**src/rtl/acc_alu_pkg.sv**
```systemverilog
package acc_alu_pkg;

   typedef enum logic [4:0] {
      OP_ADD  = 5'd0,  OP_ADC  = 5'd1,  OP_SUB  = 5'd2,  OP_SBC  = 5'd3,
      OP_AND  = 5'd4,  OP_OR   = 5'd5,  OP_XOR  = 5'd6,  OP_MOV  = 5'd7,
      OP_COM  = 5'd8,  OP_NEG  = 5'd9,  OP_CLR  = 5'd10, OP_INC  = 5'd11,
      OP_DEC  = 5'd12, OP_TST  = 5'd13, OP_ASL  = 5'd14, OP_ASR  = 5'd15,
      OP_LSR  = 5'd16, OP_ROL  = 5'd17, OP_ROR  = 5'd18, OP_ADDW = 5'd19,
      OP_SUBW = 5'd20, OP_ABX  = 5'd21
   } alu_op_e;

   typedef enum logic [2:0] {
      SH_ASL = 3'd0, SH_ASR = 3'd1, SH_LSR = 3'd2, SH_ROL = 3'd3, SH_ROR = 3'd4
   } shift_kind_e;

   typedef enum logic [2:0] {
      LG_AND = 3'd0, LG_OR = 3'd1, LG_XOR = 3'd2, LG_MOV = 3'd3, LG_COM = 3'd4
   } logic_kind_e;

   typedef struct packed {
      logic h;
      logic i;
      logic n;
      logic z;
      logic v;
      logic c;
   } ccr_t;

endpackage

```
**src/rtl/acc_alu_adder.sv**
```systemverilog
module acc_alu_adder #(
   parameter int W      = 8,
   parameter bit RIPPLE = 1'b0
) (
   input  logic [W-1:0] x_i,
   input  logic [W-1:0] y_i,
   input  logic         cin_i,
   output logic [W-1:0] sum_o,
   output logic         cout_o,
   output logic         ovf_o
);

   localparam int MSB = W - 1;

   generate
      if (W < 2) begin : g_chk
         $error("acc_alu_adder: W must be at least 2");
      end

      if (RIPPLE) begin : g_ripple
         logic [W:0] carry;
         assign carry[0] = cin_i;
         for (genvar k = 0; k < W; k++) begin : g_bit
            assign sum_o[k]     = x_i[k] ^ y_i[k] ^ carry[k];
            assign carry[k + 1] = (x_i[k] & y_i[k]) | (carry[k] & (x_i[k] ^ y_i[k]));
         end
         assign cout_o = carry[W];
      end else begin : g_flat
         logic [W:0] wide_sum;
         assign wide_sum = {1'b0, x_i} + {1'b0, y_i} + {{W{1'b0}}, cin_i};
         assign sum_o    = wide_sum[W-1:0];
         assign cout_o   = wide_sum[W];
      end
   endgenerate

   assign ovf_o = (x_i[MSB] == y_i[MSB]) && (sum_o[MSB] != x_i[MSB]);

endmodule

```
**src/rtl/acc_alu_shifter.sv**
```systemverilog
module acc_alu_shifter
   import acc_alu_pkg::*;
#(
   parameter int W = 8
) (
   input  shift_kind_e  kind_i,
   input  logic [W-1:0] val_i,
   input  logic         cin_i,
   output logic [W-1:0] res_o,
   output logic         cout_o
);

   localparam int MSB = W - 1;

   always_comb begin
      res_o  = val_i;
      cout_o = cin_i;
      case (kind_i)
         SH_ASL: begin res_o = {val_i[MSB-1:0], 1'b0};       cout_o = val_i[MSB]; end
         SH_ASR: begin res_o = {val_i[MSB], val_i[MSB:1]};   cout_o = val_i[0];   end
         SH_LSR: begin res_o = {1'b0, val_i[MSB:1]};         cout_o = val_i[0];   end
         SH_ROL: begin res_o = {val_i[MSB-1:0], cin_i};      cout_o = val_i[MSB]; end
         SH_ROR: begin res_o = {cin_i, val_i[MSB:1]};        cout_o = val_i[0];   end
         default: begin res_o = val_i;                       cout_o = cin_i;      end
      endcase
   end

endmodule

```
**src/rtl/acc_alu_logic.sv**
```systemverilog
module acc_alu_logic
   import acc_alu_pkg::*;
#(
   parameter int W = 8
) (
   input  logic_kind_e  kind_i,
   input  logic [W-1:0] a_i,
   input  logic [W-1:0] b_i,
   output logic [W-1:0] res_o
);

   always_comb begin
      case (kind_i)
         LG_AND:  res_o = a_i & b_i;
         LG_OR:   res_o = a_i | b_i;
         LG_XOR:  res_o = a_i ^ b_i;
         LG_COM:  res_o = ~a_i;
         default: res_o = a_i;
      endcase
   end

endmodule

```
**src/rtl/acc_alu.sv**
```systemverilog
module acc_alu
   import acc_alu_pkg::*;
#(
   parameter int DATA_W = 8,
   parameter bit RIPPLE = 1'b0
) (
   input  logic [4:0]          op_i,
   input  logic [DATA_W-1:0]   opa_i,
   input  logic [DATA_W-1:0]   opb_i,
   input  logic [2*DATA_W-1:0] wide_a_i,
   input  logic [2*DATA_W-1:0] wide_b_i,
   input  logic [5:0]          ccr_i,
   output logic [DATA_W-1:0]   res_byte_o,
   output logic [2*DATA_W-1:0] res_word_o,
   output logic [5:0]          ccr_o
);

   localparam int WW   = 2 * DATA_W;
   localparam int MSB  = DATA_W - 1;
   localparam int WMSB = WW - 1;
   localparam int HB   = DATA_W / 2;

   generate
      if (DATA_W < 4 || (DATA_W % 2) != 0) begin : g_chk
         $error("acc_alu: DATA_W must be even and at least 4");
      end
   endgenerate

   alu_op_e op;
   ccr_t    cc_in;
   ccr_t    cc_nx;
   assign op    = alu_op_e'(op_i);
   assign cc_in = ccr_t'(ccr_i);

   // byte adder operand steering
   logic [DATA_W-1:0] ax, ay, asum;
   logic              acin, acout, aovf;

   always_comb begin
      ax   = opa_i;
      ay   = opb_i;
      acin = 1'b0;
      case (op)
         OP_ADC: acin = cc_in.c;
         OP_SUB: begin ay = ~opb_i; acin = 1'b1; end
         OP_SBC: begin ay = ~opb_i; acin = ~cc_in.c; end
         OP_NEG: begin ax = '0; ay = ~opa_i; acin = 1'b1; end
         OP_INC: begin ay = '0; acin = 1'b1; end
         OP_DEC: ay = '1;
         default: ;
      endcase
   end

   acc_alu_adder #(.W(DATA_W), .RIPPLE(RIPPLE)) i_add8 (
      .x_i(ax), .y_i(ay), .cin_i(acin),
      .sum_o(asum), .cout_o(acout), .ovf_o(aovf)
   );

   // word adder operand steering
   logic [WW-1:0] wx, wy, wsum;
   logic          wcin, wcout, wovf;

   always_comb begin
      wx   = wide_a_i;
      wy   = wide_b_i;
      wcin = 1'b0;
      case (op)
         OP_SUBW: begin wy = ~wide_b_i; wcin = 1'b1; end
         OP_ABX:  wy = {{DATA_W{1'b0}}, opb_i};
         default: ;
      endcase
   end

   acc_alu_adder #(.W(WW), .RIPPLE(RIPPLE)) i_add16 (
      .x_i(wx), .y_i(wy), .cin_i(wcin),
      .sum_o(wsum), .cout_o(wcout), .ovf_o(wovf)
   );

   // shifter and logic units
   shift_kind_e       sh_kind;
   logic_kind_e       lg_kind;
   logic [DATA_W-1:0] sh_res, lg_res;
   logic              sh_cout;

   always_comb begin
      case (op)
         OP_ASR:  sh_kind = SH_ASR;
         OP_LSR:  sh_kind = SH_LSR;
         OP_ROL:  sh_kind = SH_ROL;
         OP_ROR:  sh_kind = SH_ROR;
         default: sh_kind = SH_ASL;
      endcase
      case (op)
         OP_AND:  lg_kind = LG_AND;
         OP_OR:   lg_kind = LG_OR;
         OP_XOR:  lg_kind = LG_XOR;
         OP_COM:  lg_kind = LG_COM;
         default: lg_kind = LG_MOV;
      endcase
   end

   acc_alu_shifter #(.W(DATA_W)) i_shift (
      .kind_i(sh_kind), .val_i(opa_i), .cin_i(cc_in.c),
      .res_o(sh_res), .cout_o(sh_cout)
   );

   acc_alu_logic #(.W(DATA_W)) i_logic (
      .kind_i(lg_kind), .a_i(opa_i), .b_i(opb_i), .res_o(lg_res)
   );

   // result select and flag rules
   logic [DATA_W-1:0] rb;
   logic [WW-1:0]     rw;

   always_comb begin
      cc_nx = cc_in;
      rb    = '0;
      rw    = '0;
      case (op)
         OP_ADD, OP_ADC: begin
            rb      = asum;
            cc_nx.h = ax[HB] ^ ay[HB] ^ asum[HB];
            cc_nx.c = acout;
            cc_nx.v = aovf;
         end
         OP_SUB, OP_SBC, OP_NEG: begin
            rb      = asum;
            cc_nx.c = ~acout;
            cc_nx.v = aovf;
         end
         OP_INC, OP_DEC: begin
            rb      = asum;
            cc_nx.v = aovf;
         end
         OP_AND, OP_OR, OP_XOR, OP_MOV: begin
            rb      = lg_res;
            cc_nx.v = 1'b0;
         end
         OP_COM: begin
            rb      = lg_res;
            cc_nx.v = 1'b0;
            cc_nx.c = 1'b1;
         end
         OP_CLR: begin
            rb      = '0;
            cc_nx.v = 1'b0;
            cc_nx.c = 1'b0;
         end
         OP_TST: begin
            rb      = opa_i;
            cc_nx.v = 1'b0;
            cc_nx.c = 1'b0;
         end
         OP_ASL, OP_ASR, OP_LSR, OP_ROL, OP_ROR: begin
            rb      = sh_res;
            cc_nx.c = sh_cout;
            cc_nx.v = sh_res[MSB] ^ sh_cout;
         end
         OP_ADDW, OP_SUBW: begin
            rw      = wsum;
            cc_nx.c = (op == OP_ADDW) ? wcout : ~wcout;
            cc_nx.v = wovf;
            cc_nx.n = wsum[WMSB];
            cc_nx.z = (wsum == '0);
         end
         OP_ABX: rw = wsum;
         default: ;
      endcase
      if (op <= OP_ROR) begin
         cc_nx.n = rb[MSB];
         cc_nx.z = (rb == '0);
      end
   end

   assign res_byte_o = rb;
   assign res_word_o = rw;
   assign ccr_o      = cc_nx;

   // assertions against the arithmetic meaning of each operation
   always_comb begin
      if (op == OP_ADD) begin
         assert_add_carry_R2: assert ({ccr_o[0], res_byte_o} == ({1'b0, opa_i} + {1'b0, opb_i}))
            else $error("R2 add sum/carry mismatch");
      end
      if (op == OP_SUB) begin
         assert_sub_borrow_R3: assert (ccr_o[0] == (opb_i > opa_i))
            else $error("R3 borrow mismatch");
      end
      if (op == OP_AND) begin
         assert_and_clear_v_R4: assert (res_byte_o == (opa_i & opb_i) && ccr_o[1] == 1'b0 && ccr_o[0] == ccr_i[0])
            else $error("R4 and result/flags mismatch");
      end
      if (op == OP_ROL) begin
         assert_rotate_nine_R8: assert ({ccr_o[0], res_byte_o} == {opa_i, ccr_i[0]})
            else $error("R8 rotate mismatch");
      end
      if (op == OP_ABX) begin
         assert_abx_flags_R11: assert (ccr_o == ccr_i && res_word_o == wide_a_i + {{DATA_W{1'b0}}, opb_i})
            else $error("R11 index add mismatch");
      end
      assert_mask_kept_R1: assert (ccr_o[4] == ccr_i[4])
         else $error("R1 mask bit changed");
   end

endmodule

```
**config.mk**
```make
export PLATFORM = sky130hd
export DESIGN_NAME = acc_alu
export DESIGN_NICKNAME = d
export VERILOG_FILES = /design/src/rtl/acc_alu_pkg.sv /design/src/rtl/acc_alu_adder.sv /design/src/rtl/acc_alu_shifter.sv /design/src/rtl/acc_alu_logic.sv /design/src/rtl/acc_alu.sv
export SDC_FILE = /design/constraint.sdc
export NUM_CORES = 1
export LEC_CHECK = 0
export BUFFER_PORTS_ARGS = -buffer_cell sky130_fd_sc_hd__buf_2
export CORE_ASPECT_RATIO = 0.75
export CORE_MARGIN = 2
export CORE_UTILIZATION = 30
export DETAILED_ROUTE_END_ITERATION = 10
export PLACE_DENSITY = 0.47
export SETUP_SLACK_MARGIN = 0.4
export SLEW_MARGIN = 25
export SYNTH_ARGS = -nofsm -noshare
export SYNTH_HDL_FRONTEND = slang
export SYNTH_HIERARCHICAL = 1
export SYNTH_SLANG_ARGS = --single-unit
```
**constraint.sdc**
```tcl
create_clock -name vclk -period 9.77
set_input_delay 0.977 -clock vclk [all_inputs]
set_output_delay 0.977 -clock vclk [all_outputs]
set_load 0.03 [all_outputs]
```
==> impl_results.md <==
* Top Ports at slightly below 90
* Yosys cell types at around 70
* Critical Path Sink Type: output port
* Minimum clock period at roughly 6.6 ns
* Flip-flop and latch area at 0 µm²
* VDD IR max at between 0.02 and 0.025 mV
* Die outline area at about 12000 µm²
* Worst-margin pin slew at about 0.94 ns
* Setup Buffers After CTS at 0
* Initial antenna violation count at 0
* Vias per cell at approximately 5.6
* Post-cts resize count at 0
* Pin count of the biggest net entering global routing at 25
* Layout area overhead at 14.3%
* Cells after synthesis at a little under 500
* Setup ws final at about 3.2 ns
* ANT cells at 0
* Sequential-to-total area share from yosys stat at 0
* Final Wtd Congestion at 0.953
* Die width at ~130 µm
* Fin cells at 690
* Num rows at 33
* Initial Utilization at 0.310
* Mapped cell area at around 3400 µm²
* Fin. max-slew vios at 0
* Avg Cell Area, Syn at 7.07 µm²
* Total track usage at 0.188
* WL final at about 12000 µm
* FILL cells at approximately 1200
* PD cells at a little over 60 nW/µm²
* Inst Count DP at roughly 700
* Critical path launch point type: input port
* Layout cells sized above 1 at 0.198
* Final hold vios at 0
* Post-CTS Hold Buffers at 0
* Layout Nets at approximately 650
* Setup TNS at 0 ns
* Final Util at 0.355
* Syn nets at between 500 and 600
* First-pass GRT wire length at between 15000 and 20000 µm
* Worst setup startpoint: op_i[0]
* Final period util at 0.677
* DP HPWL at ~9700 µm
* Total gr overflow at 0
* Vias in the first global route at between 3000 and 4000
* Die Y-Extent at 96.5 µm
* Critical path arrival at 5.64 ns
* Final setup viols at 0
* Initial drt markers at between 300 and 400
* Core area at roughly 11000 µm²
* Worst min path class: in -> out
* Crit Path Category: in -> out
* Commonest cells after routing, fill and taps aside: buf_2, o21ai_0, ha_1
* Outcome: finished clean
* Hold Startpoint: ccr_i[4]
* Max capacitance violation total at 0
* CLK BUF at 0
* Drt pass-1 iters at 5
* WL per Instance at approximately 17 µm
* DRC errors left at 0
* Port Buffer Count at 87
* Via count at between 3000 and 4000
* WP data required at 8.79 ns
* Hold_ws at between 1.5 and 2 ns
* DP Worst Slack at between 3 and 4 ns
* Most common library cell in the layout ignoring fill and taps: buf_2
* Num sequential at 0
* Detail Route Antenna Nets at 0
* Unrepaired setup endpoints after global routing: no
* Highest clock rate at approximately 150 MHz
* Yosys warnings at 6
* Static leakage at 2.01 nW
* Worst slew margin at 0.373
* Crit-path max FO at 22
[cells by family after synthesis]
| family | count (synthesis) | synth area share |
|---|---|---|
| compound gates | 169 | 0.346 |
| xor+xnor | 23 | 0.0644 |
| fa+ha+maj | 43 | 0.166 |
| buf+inv | 59 | 0.0815 |
| mux | 28 | 0.0848 |
| simple gates | 162 | 0.258 |
[power by group]
group	internal (mW)	switching (mW)	total [mW]
Clock	0	0	0
Combinational	0.0969	0.147	0.244
Sequential	0	0	0
Total	0.0969	0.147	0.244
[per-stage QoR]
step / power [mW] / instance area, µm²
after floorplan: 0.174 / 3420
after global placement: 0.239 / 3910
after detailed placement: 0.240 / 3910
after CTS: 0.241 / 3910
after global routing: 0.267 / 3910
final: 0.244 / 3910
[worst max-delay path, cell delays in order]
cell and delay (ns):
buf_2 0.39, nand2_1 0.15, or4_1 0.68, and2_1 0.29, fa_1 0.50, fa_1 0.48
a21oi_1 0.24, o211ai_1 0.13, a21oi_1 0.19, xnor2_1 0.08, nor3b_1 0.13, a211o_1 0.24
or4_1 0.48, o41ai_1 0.40, buf_2 0.27
[cells in the mapped netlist, types with 3 or more instances]
| library cell | instances | area [µm²] |
|---|---|---|
| o21ai_1 | 11 | 55.1 |
| o21ai_0 | 41 | 205 |
| fa_1 | 4 | 80.1 |
| a22o_1 | 6 | 52.6 |
| o32a_1 | 6 | 60.1 |
| nor4_1 | 5 | 31.3 |
| o21bai_1 | 5 | 37.5 |
| a21oi_1 | 23 | 115 |
| and2_1 | 28 | 175 |
| nand2b_1 | 4 | 25.0 |
| nand2_1 | 35 | 131 |
| a211oi_1 | 4 | 30.0 |
| inv_1 | 34 | 128 |
| nor3_1 | 6 | 30.0 |
| a22oi_1 | 6 | 45.0 |
| xor2_1 | 7 | 61.3 |
| or3_1 | 7 | 43.8 |
| buf_6 | 6 | 67.6 |
| a222oi_1 | 3 | 30.0 |
| buf_2 | 4 | 20.0 |
| a31oi_1 | 3 | 18.8 |
| xnor2_1 | 15 | 131 |
| mux2i_1 | 23 | 230 |
| nand3_1 | 6 | 30.0 |
| clkbuf_1 | 11 | 41.3 |
| o211ai_1 | 11 | 82.6 |
| o221ai_1 | 8 | 70.1 |
| a21o_1 | 15 | 113 |
| nor2b_1 | 16 | 100 |
| a211o_1 | 5 | 43.8 |
| nor3b_1 | 5 | 37.5 |
| and2_0 | 5 | 31.3 |
| ha_1 | 38 | 475 |
| mux2_2 | 3 | 33.8 |
| nor2_1 | 26 | 97.6 |
[cell type report]
class	count	area, µm²	share of cell area
inverter	34	128	0.0326
multi-input combinational	425	3140	0.804
tap	140	175	0.0448
timing repair buffer	91	465	0.119
[final timing paths]
check / end / depth (start not counted)
worst max-delay path: ccr_o[2] / 15
worst min-delay path: ccr_o[4] / 0
[per-layer routing]
layer / share of wire / vias to the layer above / global-route usage
met5: 0 / - / 0
met4: 0.013 / 0 / 0.0284
met3: 0.045 / 13 / 0.00771
met2: 0.43 / 117 / 0.295
met1: 0.52 / 1814 / 0.289
li1: - / 1928 / -
(Power assumes the default switching activity.)
